`config.mk`:
```
export PLATFORM = sky130hd
export DESIGN_NAME = rwb_bridge
export DESIGN_NICKNAME = d
export VERILOG_FILES = /design/src/rtl/rwb_pkg.sv /design/src/rtl/rwb_slot_pick.sv /design/src/rtl/rwb_lane_buf.sv /design/src/rtl/rwb_bridge.sv
export SDC_FILE = /design/constraint.sdc
export NUM_CORES = 1
export LEC_CHECK = 0
export BUFFER_PORTS_ARGS = -buffer_cell sky130_fd_sc_hd__buf_2
export CAP_MARGIN = 25
export CORE_ASPECT_RATIO = 0.75
export CORE_MARGIN = 2
export CORE_UTILIZATION = 56
export DETAILED_ROUTE_END_ITERATION = 7
export PLACE_DENSITY = 0.92
export SLEW_MARGIN = 40
export SYNTH_ARGS = -nofsm -noshare
export SYNTH_HDL_FRONTEND = slang
export SYNTH_SLANG_ARGS = --single-unit
```
`constraint.sdc`:
```
create_clock -name clk -period 5.7 [get_ports clk]
set_input_delay 0.855 -clock clk [delete_from_list [all_inputs] [get_ports clk]]
set_output_delay 0.855 -clock clk [all_outputs]
set_load 0.005 [all_outputs]
```
`src/rtl/rwb_pkg.sv`:
```
package rwb_pkg;
    typedef enum logic [1:0] {
        ST_IDLE   = 2'd0,
        ST_SCAN   = 2'd1,
        ST_FINISH = 2'd2
    } rwb_state_e;
endpackage

```
`src/rtl/rwb_slot_pick.sv`:
```
module rwb_slot_pick #(
    parameter int SLOTS = 4,
    localparam int SW = (SLOTS > 1) ? $clog2(SLOTS) : 1
) (
    input  logic [SLOTS-1:0] pend,
    output logic             any,
    output logic [SW-1:0]    first,
    output logic [SLOTS-1:0] rest
);
    always_comb begin
        any   = |pend;
        first = '0;
        for (int i = SLOTS - 1; i >= 0; i--) begin
            if (pend[i]) first = SW'(i);
        end
        rest = pend & ~(SLOTS'(1) << first);
    end
endmodule

```
`src/rtl/rwb_lane_buf.sv`:
```
module rwb_lane_buf #(
    parameter int SLOTS = 4,
    parameter int LW    = 16,
    localparam int SW = (SLOTS > 1) ? $clog2(SLOTS) : 1
) (
    input  logic                clk,
    input  logic                rst_n,
    input  logic                clear,
    input  logic                load,
    input  logic [SW-1:0]       sel,
    input  logic [LW-1:0]       din,
    output logic [SLOTS*LW-1:0] dout
);
    for (genvar g = 0; g < SLOTS; g++) begin : g_lane
        logic [LW-1:0] lane_q;
        always_ff @(posedge clk) begin
            if (!rst_n || clear)                   lane_q <= '0;
            else if (load && (sel == SW'(g)))      lane_q <= din;
        end
        assign dout[g*LW +: LW] = lane_q;
    end
endmodule

```
`src/rtl/rwb_bridge.sv`:
```
module rwb_bridge #(
    parameter int HOST_DW = 64,
    parameter int REG_DW  = 16,
    parameter int ADDR_W  = 16,
    localparam int SLOTS = HOST_DW / REG_DW,
    localparam int SW    = (SLOTS > 1) ? $clog2(SLOTS) : 1,
    localparam int BPS   = REG_DW / 8,
    localparam int HBE   = HOST_DW / 8,
    localparam int IDX_W = ADDR_W - 1
) (
    input  logic               clk,
    input  logic               rst_n,
    input  logic [ADDR_W-1:0]  h_addr,
    input  logic               h_write,
    input  logic               h_read,
    input  logic [HOST_DW-1:0] h_wdata,
    input  logic [HBE-1:0]     h_be,
    output logic [HOST_DW-1:0] h_rdata,
    output logic               h_rvalid,
    output logic               h_wait,
    output logic [IDX_W-1:0]   r_idx,
    output logic               r_wr,
    output logic [REG_DW-1:0]  r_wdata,
    output logic [BPS-1:0]     r_be,
    input  logic [REG_DW-1:0]  r_rdata
);
    import rwb_pkg::*;

    rwb_state_e state, nxt;

    logic [IDX_W-1:0]   base_q;
    logic               op_rd_q;
    logic [HOST_DW-1:0] wdat_q;
    logic [HBE-1:0]     be_q;
    logic [SLOTS-1:0]   pend_q;
    logic [SLOTS-1:0]   slot_hit;
    logic [HOST_DW-1:0] gathered;

    logic               any_pend;
    logic [SW-1:0]      first;
    logic [SLOTS-1:0]   rest;

    wire req = h_read | h_write;

    always_comb begin
        for (int s = 0; s < SLOTS; s++) slot_hit[s] = |h_be[s*BPS +: BPS];
    end

    rwb_slot_pick #(.SLOTS(SLOTS)) u_pick (
        .pend  (pend_q),
        .any   (any_pend),
        .first (first),
        .rest  (rest)
    );

    rwb_lane_buf #(.SLOTS(SLOTS), .LW(REG_DW)) u_buf (
        .clk   (clk),
        .rst_n (rst_n),
        .clear (state == ST_IDLE && req),
        .load  (state == ST_SCAN && op_rd_q),
        .sel   (first),
        .din   (r_rdata),
        .dout  (gathered)
    );

    // state register
    always_ff @(posedge clk) begin
        if (!rst_n) state <= ST_IDLE;
        else        state <= nxt;
    end

    // next state
    always_comb begin
        nxt = state;
        unique case (state)
            ST_IDLE:   if (req) nxt = (|slot_hit) ? ST_SCAN : ST_FINISH;
            ST_SCAN:   if (rest == '0) nxt = ST_FINISH;
            ST_FINISH: nxt = ST_IDLE;
            default:   nxt = ST_IDLE;
        endcase
    end

    // captured request and pending slots
    always_ff @(posedge clk) begin
        if (!rst_n) begin
            base_q  <= '0;
            op_rd_q <= 1'b0;
            wdat_q  <= '0;
            be_q    <= '0;
            pend_q  <= '0;
        end else if (state == ST_IDLE && req) begin
            base_q  <= h_addr[ADDR_W-1:1];
            op_rd_q <= h_read;
            wdat_q  <= h_wdata;
            be_q    <= h_be;
            pend_q  <= slot_hit;
        end else if (state == ST_SCAN) begin
            pend_q  <= rest;
        end
    end

    // read return
    always_ff @(posedge clk) begin
        if (!rst_n) begin
            h_rdata  <= '0;
            h_rvalid <= 1'b0;
        end else begin
            h_rvalid <= (state == ST_FINISH) && op_rd_q;
            if (state == ST_FINISH && op_rd_q) h_rdata <= gathered;
        end
    end

    // outputs
    always_comb begin
        h_wait  = (state != ST_FINISH);
        r_idx   = base_q + IDX_W'(first);
        r_wr    = (state == ST_SCAN) && !op_rd_q;
        r_wdata = wdat_q[int'(first)*REG_DW +: REG_DW];
        r_be    = be_q[int'(first)*BPS +: BPS];
    end

    AST_IDX_WINDOW: assert property (@(posedge clk) disable iff (!rst_n)
        r_wr |-> ((r_idx - base_q) < IDX_W'(SLOTS)));
    AST_SKIP_EMPTY_SLOT: assert property (@(posedge clk) disable iff (!rst_n)
        r_wr |-> (r_be != '0));
    AST_HOLD_DURING_SUB: assert property (@(posedge clk) disable iff (!rst_n)
        r_wr |-> h_wait);
    AST_ACCEPT_ONE_CYCLE: assert property (@(posedge clk) disable iff (!rst_n)
        !h_wait |=> h_wait);
    AST_RVALID_PULSE: assert property (@(posedge clk) disable iff (!rst_n)
        h_rvalid |=> !h_rvalid);
    AST_RVALID_AFTER_ACCEPT: assert property (@(posedge clk) disable iff (!rst_n)
        h_rvalid |-> $past(!h_wait && h_read));
endmodule

```
==> impl_metrics.json <==
{
  "layout-drive-gt1-share": 0.208,
  "synth_top_area_share": 0.498,
  "coreArea_um2": 15800,
  "netlist_area_um2": 8960,
  "worst_pin_slew_ps": 796,
  "routed_wl_um": 23500,
  "holdBufCountCts": 0,
  "synth_edf_count": 0,
  "avgRoutedWirePerCell_um": 16.0,
  "max_cap_viol_count": 0,
  "routabilityCongestion": 0.883,
  "drc_errors": 0,
  "finalCriticalPeriod_ps": 3750,
  "die_area_um2": 17000,
  "cts_root_buf": "clkbuf_16",
  "finClkSkew_ps": 9.96,
  "cts.sink_count": 223,
  "yosysWarnings": 0,
  "io_pins": 208,
  "fin_area_um2": 10600,
  "hpwlAfterDp_um": 15800,
  "outcome": "completed",
  "cts_setup_buffers": 0,
  "rrSetupSlack_ps": 3420,
  "layout.nets": 1351,
  "finalPower_mw": 3.44,
  "fillers": 1280,
  "cts_tree": "built",
  "reg2reg_from": "pend_q[0]",
  "grt_max_degree": 109,
  "io_buffers": 206,
  "antenna_found_initial": 3,
  "r2r_cells": 4,
  "ys_seq_area_frac": 0.498,
  "crit_arrival_ps": 2900,
  "ctsResizeCount": 0,
  "ys_seq_elements": 223,
  "grt-ovfl-total": 0,
  "drtIter0Drc": 907,
  "fmax_mhz": 266,
  "hp-start": "u_buf.g_lane[2].lane_q[5]",
  "cts_max_level": 1,
  "rsz0062_at_grt": "no",
  "vias_per_cell": 5.48,
  "min_to": "h_rdata[37]",
  "synth_xor_area_frac": 0.0127,
  "die_h_um": 114,
  "syn2layout_area_growth_pct": 18.8,
  "synth_area_leader_cell": "dfxtp_1",
  "grt_pass1_vias": 7192,
  "ir_drop_mv": 0.167,
  "p_leak_nw": 4.37,
  "drt_first_pass_iters": 6,
  "netlist_top_cells_area": "dfxtp_1 (50%), nand2_1 (17%), a21boi_0 (9.8%)",
  "via_count": 8044,
  "crit_fanout": 9,
  "die_x_um": 150,
  "end_kind": "output pin",
  "syn_inst": 1086,
  "ant_nets": 0,
  "r2r-end": "u_buf.g_lane[3].lane_q[5]",
  "synth-simple-area-share": 0.211,
  "avgSynthCellArea_um2": 8.25,
  "period_share": 0.658,
  "path_clk_slew_ps": 60,
  "maxSlewHeadroom": 0.468,
  "synthAdderAreaFrac": 0.00615,
  "grt_util_all_layers": 0.268,
  "ys.flop_type": "dfxtp_1",
  "rows": 40,
  "synth_cell_types": 46,
  "hold_viol": 0,
  "crit_type": "register to output pin",
  "place_area_um2": 9960,
  "synth_mux_area_frac": 0.0179,
  "clockBufferDepth": 3,
  "hp-class": "register to register",
  "powerDensity_nw_per_um2": 324,
  "synth_compound_area_frac": 0.209,
  "holdWs_ps": 452,
  "startpoint_type": "register",
  "hold_path_depth": 2,
  "finalSetupViolCount": 0,
  "setup_tns_ps": 0,
  "synth_top_family_by_area": "simple AND/OR/NAND/NOR gates",
  "clk_latency_ps": 490,
  "initial_core_util": 0.566,
  "cts_made_buffers": 21,
  "slew_viol_final": 0,
  "grt_pass1_wl_um": 36700,
  "ys_async_sr_fraction": 0,
  "required_ps": 4850,
  "syn-num-nets": 1197
}
==> per-layer routing <==
metal	track usage	part of all wire	up-vias
li1	-	-	3908
met1	0.389	0.44	3764
met2	0.415	0.45	334
met3	0.0476	0.089	36
met4	0.0667	0.021	2
met5	0	0.00030	-
==> cells in the mapped netlist (all sizes together) (2+ instances only) <==
master / number
mux2i: 16
a32oi: 2
and3: 2
nand3: 8
dfxtp: 223
nand2b: 2
inv: 4
ha: 2
nor2: 34
or2: 2
a21oi: 51
o21ai: 21
o211a: 2
a22oi: 28
a21o: 2
xor2: 7
nor3: 6
nand4: 5
nor4: 2
nor4b: 2
buf: 43
clkbuf: 38
nand2: 407
xnor2: 6
a21boi: 152
a222oi: 5
nor2b: 2
==> worst max-delay path, stage by stage, from the launching register on <==
cell and delay [ps]:
dfxtp_1 580, nor2_1 210, nor3_1 430, fa_1 310, nand3_1 180, nor4_1 360, xor2_1 190, buf_2 130
==> flip-flops by register name (all words and copies together), names as in the netlist <==
register             cells
be_q                     8
op_rd_q                  1
state                    2
h_rvalid                 1
pend_q                   4
h_rdata                 64
u_buf.g_lane.lane_q     64
base_q                  15
wdat_q                  64
==> power breakdown <==
group	leakage [nW]	switching (mW)	internal [mW]
combinational	2.22	0.252	0.150
sequential	1.81	0.0676	1.62
clock	0.337	0.578	0.772
==> layout make-up <==
cell class              count  area (um2)  area share
diodes                      2        5.00    0.000470
clock inverters             7        41.3     0.00388
well taps                 210         263      0.0247
inverters                   4        15.0     0.00141
clock buffers              31         633      0.0595
multi-input cells         778        4130       0.388
flip-flops and latches    223        4470       0.420
repair buffers            212        1090       0.102
==> through the flow <==
stage                     setup WS (ps)  utilization  instances
final                              1950        0.673       1467
after global routing               1700        0.673       1467
after CTS                          1950        0.672       1465
after detailed placement           2490        0.630       1427
after global placement             2320        0.628       1426
after floorplan                    2950            -       1086
==> cells in the final DEF, fill, tap and decap left out, drive strengths merged, types with 5 or more instances in the layout <==
| cell type | n |
|---|---|
| o21ai | 21 |
| a21oi | 51 |
| a222oi | 5 |
| nor3 | 6 |
| mux2i | 16 |
| nor2 | 34 |
| nand3 | 8 |
| xnor2 | 6 |
| a22oi | 28 |
| nand2 | 407 |
| dfxtp | 223 |
| xor2 | 7 |
| clkbuf | 31 |
| inv | 5 |
| nand4 | 5 |
| a21boi | 152 |
| buf | 212 |
| clkinv | 5 |
==> worst max-delay path by stage <==
stage,depth (start not counted),endpoint,slack [ps],from
5_1_grt,8,r_idx[10],1700,pend_q[2]
3_3_place_gp,8,r_idx[14],2320,pend_q[1]
6_report,7,r_idx[14],1950,pend_q[2]
3_5_place_dp,7,r_idx[14],2490,pend_q[2]
4_1_cts,7,r_idx[14],1950,pend_q[2]
2_1_floorplan,9,r_idx[14],2950,pend_q[1]
==> cell families after synthesis <==
logic type / Yosys count
AND/OR/NAND/NOR: 476
AO/OA/AOI/OAI: 269
flip-flops: 223
buffers and inverters: 85
multiplexers: 16
XOR/XNOR: 13
adder cells (fa/ha/maj): 4
Note: power is estimated with default switching activity, not from simulation.
